<file path="config.mk">
export PLATFORM = sky130hd
export DESIGN_NAME = lane_frame_deser
export DESIGN_NICKNAME = d
export VERILOG_FILES = /design/src/rtl/lfd_pkg.sv /design/src/rtl/lfd_shifter.sv /design/src/rtl/lfd_check.sv /design/src/rtl/lane_frame_deser.sv
export SDC_FILE = /design/constraint.sdc
export NUM_CORES = 1
export LEC_CHECK = 0
export BUFFER_PORTS_ARGS = -buffer_cell sky130_fd_sc_hd__buf_4
export CORE_MARGIN = 2
export CORE_UTILIZATION = 30
export CTS_CLUSTER_DIAMETER = 200
export DETAILED_ROUTE_END_ITERATION = 16
export PLACE_DENSITY = 0.48
export REMOVE_ABC_BUFFERS = 1
export SKIP_CTS_REPAIR_TIMING = 1
export SYNTH_ARGS = -nofsm -noshare
export SYNTH_HDL_FRONTEND = slang
export SYNTH_SLANG_ARGS = --single-unit
</file>
<file path="constraint.sdc">
create_clock -name clk -period 2.5 [get_ports clk]
set_input_delay 0.25 -clock clk [delete_from_list [all_inputs] [get_ports clk]]
set_output_delay 0.25 -clock clk [all_outputs]
set_load 0.02 [all_outputs]
</file>
<file path="src/rtl/lfd_pkg.sv">
package lfd_pkg;
  localparam int FRAME_W   = 30;
  localparam int DATA_W    = 27;
  localparam int MAX_LANES = 3;
  localparam int CNT_W     = $clog2(FRAME_W + 1);

  function automatic int lanes_of(input logic [1:0] cfg);
    return (cfg == 2'd0) ? 1 : int'(cfg);
  endfunction
endpackage

</file>
<file path="src/rtl/lfd_shifter.sv">
module lfd_shifter
  import lfd_pkg::*;
#(
  parameter int FW = FRAME_W,
  parameter int NL = MAX_LANES,
  parameter int CW = CNT_W
) (
  input  logic          clk,
  input  logic          rst_n,
  input  logic [1:0]    lane_cfg,
  input  logic [NL-1:0] lanes,
  input  logic          beat_valid,
  input  logic          beat_first,
  output logic [FW-1:0] frame_o,
  output logic          done_o
);
  logic [FW-1:0]    sr_q;
  logic [FW+NL-1:0] ext;
  logic [FW-1:0]    sr_nxt;
  logic [CW-1:0]    cnt_q;
  logic [CW-1:0]    beats;
  logic [CW-1:0]    cnt_nxt;
  logic             take;

  always_comb begin
    beats   = CW'(FW / lanes_of(lane_cfg));
    ext     = {lanes, sr_q} >> lanes_of(lane_cfg);
    sr_nxt  = ext[FW-1:0];
    take    = beat_valid && (beat_first || cnt_q != '0);
    cnt_nxt = beat_first ? CW'(1) : cnt_q + CW'(1);
  end

  always_ff @(posedge clk or negedge rst_n) begin
    if (!rst_n) begin
      sr_q   <= '0;
      cnt_q  <= '0;
      done_o <= 1'b0;
    end else begin
      done_o <= 1'b0;
      if (take) begin
        sr_q <= sr_nxt;
        if (cnt_nxt == beats) begin
          cnt_q  <= '0;
          done_o <= 1'b1;
        end else begin
          cnt_q <= cnt_nxt;
        end
      end
    end
  end

  assign frame_o = sr_q;

  AST_CNT_IN_FRAME: assert property (@(posedge clk) disable iff (!rst_n)
    cnt_q < beats);
  AST_DONE_SINGLE: assert property (@(posedge clk) disable iff (!rst_n)
    done_o |=> !done_o);
endmodule

</file>
<file path="src/rtl/lfd_check.sv">
module lfd_check
  import lfd_pkg::*;
#(
  parameter int FW = FRAME_W,
  parameter int DW = DATA_W
) (
  input  logic          clk,
  input  logic          rst_n,
  input  logic [FW-1:0] frame_i,
  input  logic          done_i,
  output logic [DW-1:0] word_q,
  output logic          valid_q,
  output logic          err_q
);
  logic frame_ok;

  always_comb begin
    frame_ok = frame_i[0] && !frame_i[1] && !(^frame_i[FW-1:2]);
  end

  always_ff @(posedge clk or negedge rst_n) begin
    if (!rst_n) begin
      word_q  <= '0;
      valid_q <= 1'b0;
      err_q   <= 1'b0;
    end else begin
      valid_q <= done_i;
      err_q   <= done_i && !frame_ok;
      if (done_i && frame_ok) word_q <= frame_i[DW+1:2];
    end
  end

  AST_ERR_ONE_CYCLE: assert property (@(posedge clk) disable iff (!rst_n)
    err_q |=> !err_q);
  AST_ERR_HAS_STROBE: assert property (@(posedge clk) disable iff (!rst_n)
    err_q |-> valid_q);
  AST_ERR_HOLDS_WORD: assert property (@(posedge clk) disable iff (!rst_n)
    err_q |-> $stable(word_q));
  AST_STROBE_AFTER_FRAME: assert property (@(posedge clk) disable iff (!rst_n)
    $rose(valid_q) |-> $past(done_i));
endmodule

</file>
<file path="src/rtl/lane_frame_deser.sv">
module lane_frame_deser
  import lfd_pkg::*;
#(
  parameter int FW = FRAME_W,
  parameter int DW = DATA_W,
  parameter int NL = MAX_LANES
) (
  input  logic          clk,
  input  logic          rst_n,
  input  logic [1:0]    lane_cfg,
  input  logic          swap_en,
  input  logic          in_valid,
  input  logic          frame_start,
  input  logic [NL-1:0] lane_bits,
  output logic [DW-1:0] word_o,
  output logic          word_valid,
  output logic          par_err
);
  logic [FW-1:0] frame;
  logic          done;
  logic [DW-1:0] word_q;

  lfd_shifter #(.FW(FW), .NL(NL), .CW($clog2(FW + 1))) u_shift (
    .clk        (clk),
    .rst_n      (rst_n),
    .lane_cfg   (lane_cfg),
    .lanes      (lane_bits),
    .beat_valid (in_valid),
    .beat_first (frame_start),
    .frame_o    (frame),
    .done_o     (done)
  );

  lfd_check #(.FW(FW), .DW(DW)) u_check (
    .clk     (clk),
    .rst_n   (rst_n),
    .frame_i (frame),
    .done_i  (done),
    .word_q  (word_q),
    .valid_q (word_valid),
    .err_q   (par_err)
  );

  for (genvar i = 0; i < DW; i++) begin : g_swap
    assign word_o[i] = swap_en ? word_q[DW-1-i] : word_q[i];
  end

  AST_RESET_QUIET: assert property (@(posedge clk) disable iff (!rst_n)
    $past(!rst_n) |-> (!word_valid && !par_err));
endmodule

</file>
==> results of run 1 <==
[stage by stage]
step | util (%) | total power, mW | worst slack (ns) | hold slack (ns) | std cells
after global routing | 36.9 | 4.54 | 0.00767 | 0.104 | 578
after detailed placement | 34.5 | 3.08 | 0.154 | 0.392 | 562
after floorplan | - | 2.64 | -2.37 | -0.0456 | 337
final | 36.9 | 4.25 | 0.148 | 0.0222 | 578
after global placement | 34.5 | 3.06 | 0.163 | 0.420 | 562
after CTS | 36.8 | 4.29 | 0.138 | 0.0715 | 578
[state kept, by name, indices dropped and copies added, names as in the netlist]
name,cells
u_shift.frame_o,30
u_check.err_q,1
u_shift.cnt_q,5
u_check.word_q,27
u_shift.done_o,1
u_check.valid_q,1
[area by class of cell]
cell class	count	share of cell area [%]
multi-input combinational	265	44.0
clock inverter	4	0.599
inverter	7	0.572
tap	172	4.68
timing repair buffer	53	9.20
sequential	65	35.4
clock buffer	12	5.58
[worst max path at each step]
stage | end | depth (start not counted) | slack [ns] | from
3_3_place_gp | u_check.word_q[7] | 7 | 0.16 | u_shift.frame_o[14]
4_1_cts | u_check.word_q[11] | 7 | 0.14 | u_shift.frame_o[14]
6_report | u_check.word_q[7] | 7 | 0.15 | u_shift.frame_o[16]
2_1_floorplan | u_shift.cnt_q[0] | 7 | -2.37 | u_shift.cnt_q[0]
3_5_place_dp | u_check.word_q[12] | 7 | 0.15 | u_shift.frame_o[14]
5_1_grt | u_check.word_q[11] | 7 | 0.008 | u_shift.frame_o[16]
[cells in the final DEF (no fill, tap or decap), types with 2 or more instances in the layout]
cell | netlist | layout
dfrtp_1 | 65 | 65
buf_4 | 1 | 51
nor2_1 | 34 | 34
mux2_2 | 33 | 33
o21ai_0 | 34 | 33
a21oi_1 | 33 | 33
nand2_1 | 31 | 31
mux2i_1 | 30 | 30
xnor2_1 | 23 | 22
mux2_4 | 20 | 20
clkbuf_16 | 0 | 9
inv_1 | 6 | 6
xor2_1 | 4 | 4
nor3_1 | 3 | 3
clkinvlp_4 | 0 | 3
xnor2_2 | 1 | 2
xnor3_1 | 2 | 2
nand3_1 | 2 | 2
a211oi_1 | 2 | 2
and3_1 | 2 | 2
a22o_1 | 2 | 2
ha_1 | 2 | 2
clkbuf_8 | 0 | 2
buf_12 | 2 | 2
[cell families (layout without fill, tap and decap cells)]
group | Yosys count | after routing | share of synthesized area [%]
and+or+nand+nor | 76 | 76 | 8.26
DFF | 65 | 65 | 42.9
adders and majority gates | 2 | 2 | 0.661
buffers and inverters | 31 | 76 | 4.23
xor gates and xnor gates | 30 | 30 | 7.86
AOI/OAI and AO/OA | 74 | 74 | 10.4
muxes | 83 | 83 | 25.7
[where the power goes]
part	switching, mW	total (mW)	internal (mW)
sequential	0.275	1.51	1.23
clock	0.472	1.20	0.723
combinational	0.656	1.55	0.889
total	1.40	4.25	2.84
[worst reg2reg max path: cells and delay by family (launching register included)]
kind,cells,cell delay [ns]
xor gates and xnor gates,4,0.95
buffers and inverters,1,0.21
DFF,1,0.49
muxes,1,0.36
and+or+nand+nor,1,0.22
[layer usage]
layer  up-vias  track usage (%)
met5         -                0
met4         0             5.63
met3         9             2.18
met2        37             19.6
met1      1253             18.7
li1       1329                -
==> impl_metrics.env, run 1 <==
export IMPL_timing_hold_violations_final=0
export IMPL_place_congestion=0.841
export IMPL_initialDrtViolationCount=66
export IMPL_slew_violations=0
export IMPL_avgSynthCellArea_um2=10.5
export IMPL_ios=39
export IMPL_syn_to_final_growth_pct=21.3
export IMPL_critical_path_slowest_cell="dfrtp_1"
export IMPL_final_area_mm2=0.00459
export IMPL_min_path_type="in -> async"
export IMPL_syn_area_mm2=0.00379
export IMPL_wl_met2_um=3760
export IMPL_drc=0
export IMPL_cp_num_buf_inv=1
export IMPL_top_layer_used="met4"
export IMPL_vias=2628
export IMPL_htree_levels=3
export IMPL_period_minus_slack_ns=2.35
export IMPL_fp_dieW_um=116
export IMPL_r2r_slack_ns=0.15
export IMPL_max_slew_margin_pct=44.4
export IMPL_grt_max_degree=66
export IMPL_wl_um=8250
export IMPL_worstMarginPinSlew_ns=0.834
export IMPL_drt_first_pass_iters=4
export IMPL_cts_buffers=9
export IMPL_synth_most_common_cell="dfrtp_1"
export IMPL_async_flop_share_pct=100
export IMPL_skew_ns=0.00974
export IMPL_powerDensity_mw_per_mm2=924
export IMPL_wl_met3_um=237
export IMPL_ant_nets=0
export IMPL_seqCellArea_mm2=0.00163
export IMPL_crit_fanout=21
export IMPL_multi_input_area_mm2=0.00202
export IMPL_setup_violations_final=0
export IMPL_ys_warn_count=0
export IMPL_worstReg2RegStart="u_shift.frame_o[16]"
export IMPL_syn_inst=361
export IMPL_core_mm2=0.0125
export IMPL_clock_latency_ns=0.33
export IMPL_worstPathCellList="xnor2_2 > xnor2_1 > xnor3_1 > xnor3_1 > and3_1 > buf_12 > mux2_2"
export IMPL_setup_tns_ns=0
export IMPL_netlist_top_cells_count="dfrtp_1, nor2_1, o21ai_0"
export IMPL_overflow=0
export IMPL_dp_hpwl_um=5330
export IMPL_rsz0062_at_grt="no"
export IMPL_cts_sinks=65
export IMPL_io_buffers=38
export IMPL_critPathMostFrequentCell="xnor3_1"
export IMPL_drt_vias_per_instance=4.55
export IMPL_end_kind="register"
export IMPL_grt_pass1_vias=2522
export IMPL_critical_path_class="reg -> reg"
export IMPL_cts_path_max_buffers=2
export IMPL_slowest_delay_ns=0.49
export IMPL_die_area_mm2=0.0135
export IMPL_clockRootBuffer="clkbuf_16"
export IMPL_postPlaceCellArea_mm2=0.00430
export IMPL_maxCapViolCount=0
export IMPL_die_h_um=116
export IMPL_grt_pass1_wl_um=13600
export IMPL_ir_worst_vdd_mv=0.329
export IMPL_synth_top_cell_area_share_pct=42.9
export IMPL_ys_ff_latch=65
export IMPL_clkTransAtPathRegs_ns=0.06
export IMPL_synth_flop_cell="dfrtp_1"
export IMPL_cts_tree="done"
export IMPL_drive_gt1_share_pct=31.0
export IMPL_rows=41
export IMPL_yosysSeqAreaShare_pct=42.9
export IMPL_reg2reg_to="u_check.word_q[7]"
export IMPL_ys_types=32
export IMPL_grt_use_total_pct=13.1
export IMPL_fillers=1255
export IMPL_period_share_pct=94.1
export IMPL_worst_r2r_cell_count=7
export IMPL_drt_wirelength_per_cell_um=14.3
export IMPL_nets=413
export IMPL_wl_met1_um=4180
export IMPL_crit_family="XOR/XNOR gates"
export IMPL_antenna_found_initial=0
export IMPL_insertedDiodeCount=0
export IMPL_synth_edf_count=0
export IMPL_max_freq_mhz=425
export IMPL_start_kind="register"
export IMPL_status="finished, final reports clean"
export IMPL_critical_path_arrival_ns=2.56
export IMPL_leakagePower_nw=2.15
export IMPL_initial_utilization_pct=30.4
export IMPL_cp_required_ns=2.71
export IMPL_synth_area_leaders="dfrtp_1, mux2_2, mux2_4"
export IMPL_yosysTopAreaCell="dfrtp_1"
No activity file was read; power rests on OpenSTA's default activity.
==> run 2: changes to the inputs <==
==> constraint.sdc (replaced) <==
create_clock -name clk -period 2.4 [get_ports clk]
set_input_delay 0.24 -clock clk [delete_from_list [all_inputs] [get_ports clk]]
set_output_delay 0.24 -clock clk [all_outputs]
set_load 0.02 [all_outputs]
==> run 2 against run 1 <==
Compared with the run above:
- via count up 3.5%
- fmax up 1.5%
- non-clock buffer count up 14
- clock skew down 0.0016 ns
- combinational power up 19%
- die area unchanged
- flip-flop and latch count unchanged
- register-to-register slack worse by 0.06 ns
==> impl_metrics.env, run 2 (synthesis gave the netlist of run 1 again) <==
export IMPL_status="finished, final reports clean"
export IMPL_dp_hpwl_um=5520
export IMPL_largest_reg_flops=30
export IMPL_drt_first_pass_iters=4
export IMPL_seqCellArea_mm2=0.00163
export IMPL_fp_dieW_um=116
export IMPL_ant_nets=0
export IMPL_multi_input_area_mm2=0.00203
export IMPL_wl_um=8330
export IMPL_drc=0
export IMPL_cts_tree="done"
export IMPL_fin_cells=591
export IMPL_crit_fanout=11
export IMPL_crit_family="XOR/XNOR gates"
export IMPL_drive_gt1_share_pct=33.4
export IMPL_rsz0062_at_grt="yes"
export IMPL_die_h_um=116
export IMPL_cts_sinks=65
export IMPL_min_path_type="in -> async"
export IMPL_cts_path_max_buffers=2
export IMPL_htree_levels=3
export IMPL_drt_wirelength_per_cell_um=14.1
export IMPL_drt_vias_per_instance=4.60
export IMPL_fin_util_pct=37.5
export IMPL_setup_tns_ns=0
export IMPL_skew_ns=0.00818
export IMPL_whs_ns=0.0108
export IMPL_ir_worst_vdd_mv=0.482
export IMPL_layout_common_cells="buf_4, dfrtp_1, nor2_1"
export IMPL_end_kind="register"
export IMPL_rows=41
export IMPL_critical_path_class="reg -> reg"
export IMPL_leakagePower_nw=2.22
export IMPL_io_buffers=38
export IMPL_grt_pass1_vias=2738
export IMPL_place_congestion=0.824
export IMPL_clock_latency_ns=0.33
export IMPL_worstMarginPinSlew_ns=0.849
export IMPL_critical_path_slowest_cell="xnor3_1"
export IMPL_setup_violations_final=0
export IMPL_maxCapViolCount=0
export IMPL_slowest_delay_ns=0.41
export IMPL_cts_buffers=9
export IMPL_clockRootBuffer="clkbuf_16"
export IMPL_grt_max_degree=66
export IMPL_initialDrtViolationCount=125
export IMPL_final_common_cell="buf_4"
export IMPL_max_slew_margin_pct=43.4
export IMPL_start_kind="register"
export IMPL_place_inst=576
export IMPL_antenna_found_initial=0
export IMPL_critical_path_arrival_ns=2.53
export IMPL_period_minus_slack_ns=2.32
export IMPL_max_freq_mhz=432
export IMPL_insertedDiodeCount=0
export IMPL_grt_use_total_pct=13.7
export IMPL_die_area_mm2=0.0135
export IMPL_cp_num_buf_inv=1
export IMPL_clkTransAtPathRegs_ns=0.06
export IMPL_nets=427
export IMPL_core_mm2=0.0125
export IMPL_syn_to_final_growth_pct=23.5
export IMPL_vias=2719
export IMPL_ios=39
export IMPL_worstPathCellList="xnor2_1 > xnor2_1 > xnor3_1 > xnor3_1 > and3_1 > buf_4 > mux2_2"
export IMPL_slew_violations=0
export IMPL_powerDensity_mw_per_mm2=961
export IMPL_overflow=0
export IMPL_period_share_pct=96.5
export IMPL_cp_required_ns=2.61
export IMPL_fillers=1243
export IMPL_timing_hold_violations_final=0
export IMPL_grt_pass1_wl_um=14300
export IMPL_initial_utilization_pct=30.4
## run 2: cell count changes in the layout (fill, tap and decap cells not counted), sizes merged
cell      delta
buf         +14
clkinv       +1
clkinvlp     -2
## run 2: per-layer routing
layer	part of all wire [%]	GRT usage, %	vias up
li1	-	-	1366
met1	51	19.8	1303
met2	45	20.6	40
met3	2.7	1.92	10
met4	1.6	5.95	0
met5	0	0	-
## run 2: path summary, 6_finish.rpt
kind | cells after the start | from | end | slack [ns]
max reg2reg | 7 | u_shift.frame_o[15] | u_check.word_q[9] | 0.08
min reg2reg | 0 | u_shift.done_o | u_check.valid_q | 0.44
max | 7 | u_shift.frame_o[15] | u_check.word_q[9] | 0.08
max in group asynchronous | 1 | rst_n | u_shift.frame_o[6] | 1.78
min in group clk | 2 | in_valid | u_shift.cnt_q[2] | 0.14
min | 1 | rst_n | u_check.word_q[26] | 0.01
## run 2: layout make-up
type                       instances  share of cell area, %
inverter                           7                  0.562
sequential                        65                   34.8
timing repair buffer              67                   11.0
clock buffer                      12                   5.27
multi-input combinational        265                   43.4
tap                              172                   4.60
clock inverter                     3                  0.375
## run 2: power breakdown
group | internal (mW) | switching, mW
clock network | 0.718 | 0.464
logic | 1.02 | 0.823
registers | 1.29 | 0.189
total | 3.02 | 1.48
## run 2: metrics by stage
step           area [um^2]  worst slack [ns]  total power [mW]
2_1_floorplan         3650             -2.47              2.74
3_3_place_gp          4400             0.105              3.29
3_5_place_dp          4400            0.0820              3.31
4_1_cts               4660            0.0631              4.52
5_1_grt               4680           -0.0309              4.81
6_report              4680            0.0839              4.50
==> run 3: changes to the inputs <==
--- a/config.mk
+++ b/config.mk
@@ -6,11 +6,13 @@
 export NUM_CORES = 1
 export LEC_CHECK = 0
 export BUFFER_PORTS_ARGS = -buffer_cell sky130_fd_sc_hd__buf_4
+export CORE_ASPECT_RATIO = 0.7
 export CORE_MARGIN = 2
 export CORE_UTILIZATION = 30
 export CTS_CLUSTER_DIAMETER = 200
 export DETAILED_ROUTE_END_ITERATION = 16
 export PLACE_DENSITY = 0.48
+export RECOVER_POWER = 50
 export REMOVE_ABC_BUFFERS = 1
 export SKIP_CTS_REPAIR_TIMING = 1
 export SYNTH_ARGS = -nofsm -noshare
==> run 3 against run 2 <==
Compared with the run above:
- the run now ends with max-capacitance violations, max-slew violations left
- register-to-register slack better by 0.02 ns
- non-clock buffer count up 6
- wire length up 6.5%
- cell count down 0.51%
- critical path depth unchanged
- critical endpoint is now u_check.word_q[10]
- largest power group unchanged
==> impl_metrics.env, run 3 (synthesis gave the netlist of run 1 again) <==
export IMPL_status="finished with violations"
export IMPL_violations="max-capacitance violations, max-slew violations"
export IMPL_grt_max_degree=66
export IMPL_dp_hpwl_um=5780
export IMPL_crit_fanout=9
export IMPL_start_kind="register"
export IMPL_wl_um=8870
export IMPL_worstHoldEndpoint="u_shift.cnt_q[2]"
export IMPL_leakagePower_nw=2.26
export IMPL_rows=34
export IMPL_p_comb_share_pct=40.9
export IMPL_overflow=0
export IMPL_cp_num_buf_inv=1
export IMPL_max_slew_margin_pct=-12.2
export IMPL_timing_hold_violations_final=0
export IMPL_max_freq_mhz=435
export IMPL_cts_buffers=9
export IMPL_fp_dieW_um=138
export IMPL_syn_to_final_growth_pct=26.4
export IMPL_clockRootBuffer="clkbuf_16"
export IMPL_grt_pass1_wl_um=13900
export IMPL_worstReg2RegStart="u_shift.frame_o[26]"
export IMPL_setup_violations_final=0
export IMPL_hp_start="in_valid"
export IMPL_worst_r2r_cell_count=7
export IMPL_critical_path_arrival_ns=2.51
export IMPL_clkTransAtPathRegs_ns=0.05
export IMPL_power_switching_mw=1.53
export IMPL_skew_ns=0.00679
export IMPL_antenna_found_initial=0
export IMPL_whs_ns=0.121
export IMPL_clock_latency_ns=0.33
export IMPL_grt_use_total_pct=13.1
export IMPL_worstMarginPinSlew_ns=1.68
export IMPL_power_share_switching_pct=32.2
export IMPL_largest_reg_flops=30
export IMPL_nets=433
export IMPL_critical_path_class="reg -> reg"
export IMPL_power_internal_mw=3.24
export IMPL_slew_violations=66
export IMPL_r2r_slack_ns=0.1
export IMPL_critical_path_slowest_cell="xnor3_1"
export IMPL_die_h_um=98.0
export IMPL_ant_nets=0
export IMPL_final_common_cell="dfrtp_1"
export IMPL_drive_gt1_share_pct=32.6
export IMPL_vias=2757
export IMPL_min_path_cells=2
export IMPL_crit_family="XOR/XNOR gates"
export IMPL_critPathLaunch="u_shift.frame_o[26]"
export IMPL_powerDensity_mw_per_mm2=996
export IMPL_crit_cells=7
export IMPL_min_path_type="in -> reg"
export IMPL_place_inst=567
export IMPL_ios=39
export IMPL_initial_utilization_pct=30.6
export IMPL_rsz0062_at_grt="no"
export IMPL_layout_common_cells="dfrtp_1, buf_4, nor2_1"
export IMPL_clkPwrFrac_pct=28.4
export IMPL_cts_path_max_buffers=2
export IMPL_cp_required_ns=2.61
export IMPL_place_congestion=0.767
export IMPL_insertedDiodeCount=0
export IMPL_slowest_delay_ns=0.41
export IMPL_drt_wirelength_per_cell_um=15.1
export IMPL_drt_vias_per_instance=4.69
export IMPL_maxCapViolCount=1
export IMPL_period_share_pct=95.9
export IMPL_grt_pass1_vias=2531
export IMPL_setup_tns_ns=0
export IMPL_end_kind="register"
export IMPL_io_buffers=38
export IMPL_period_minus_slack_ns=2.30
export IMPL_reg2reg_to="u_check.word_q[10]"
export IMPL_initialDrtViolationCount=177
export IMPL_cts_sinks=65
export IMPL_drc=0
export IMPL_die_area_mm2=0.0136
export IMPL_ir_worst_vdd_mv=0.762
export IMPL_fin_cells=588
export IMPL_power_frac_seq_pct=30.7
export IMPL_worstPathCellList="xnor2_1 > xnor2_1 > xnor3_1 > xnor3_1 > and3_4 > buf_8 > mux2_2"
export IMPL_cts_tree="done"
export IMPL_drt_first_pass_iters=4
export IMPL_htree_levels=3
export IMPL_core_mm2=0.0124
## run 3: worst max-delay path by stage
| stage | to |
|---|---|
| floorplan | u_shift.cnt_q[0] |
| global placement | u_check.word_q[12] |
| detailed placement | u_check.word_q[12] |
| CTS | u_check.word_q[10] |
| global route | u_check.word_q[12] |
| finish | u_check.word_q[10] |
## run 3: metal layers
metal  vias up  routed length (um)  GRT usage, %
li1       1371                   -             -
met1      1332                4980          20.3
met2        46                3480          17.4
met3         8                 323          4.02
met4         0                  82          3.30
met5         -                   0             0
## run 3: power by group through the flow
stage | clock network [mW] | logic [mW] | registers (mW)
2_1_floorplan | 0 | 1.22 | 1.53
3_3_place_gp | 0 | 1.88 | 1.47
3_5_place_dp | 0 | 1.89 | 1.48
4_1_cts | 1.39 | 1.90 | 1.46
5_1_grt | 1.43 | 2.15 | 1.50
6_report | 1.35 | 1.95 | 1.47
## run 3: per-stage QoR
step | total power, mW | worst slack, ns | util (%) | instance area, um^2
after floorplan | 2.74 | -2.47 | - | 3650
after global placement | 3.35 | 0.0335 | 35.6 | 4400
after detailed placement | 3.37 | -0.0186 | 35.6 | 4400
after CTS | 4.75 | -0.0266 | 38.1 | 4710
after global routing | 5.08 | 0.00370 | 38.7 | 4790
final | 4.77 | 0.0990 | 38.7 | 4790
## run 3: cell type report
type                       count  area, um^2
fill                        1238        7590
timing repair buffer          73         572
clock inverter                 2        35.0
tap                          162         203
multi-input combinational    265        2050
inverter                       7        26.3
sequential                    65        1630
clock buffer                  14         274
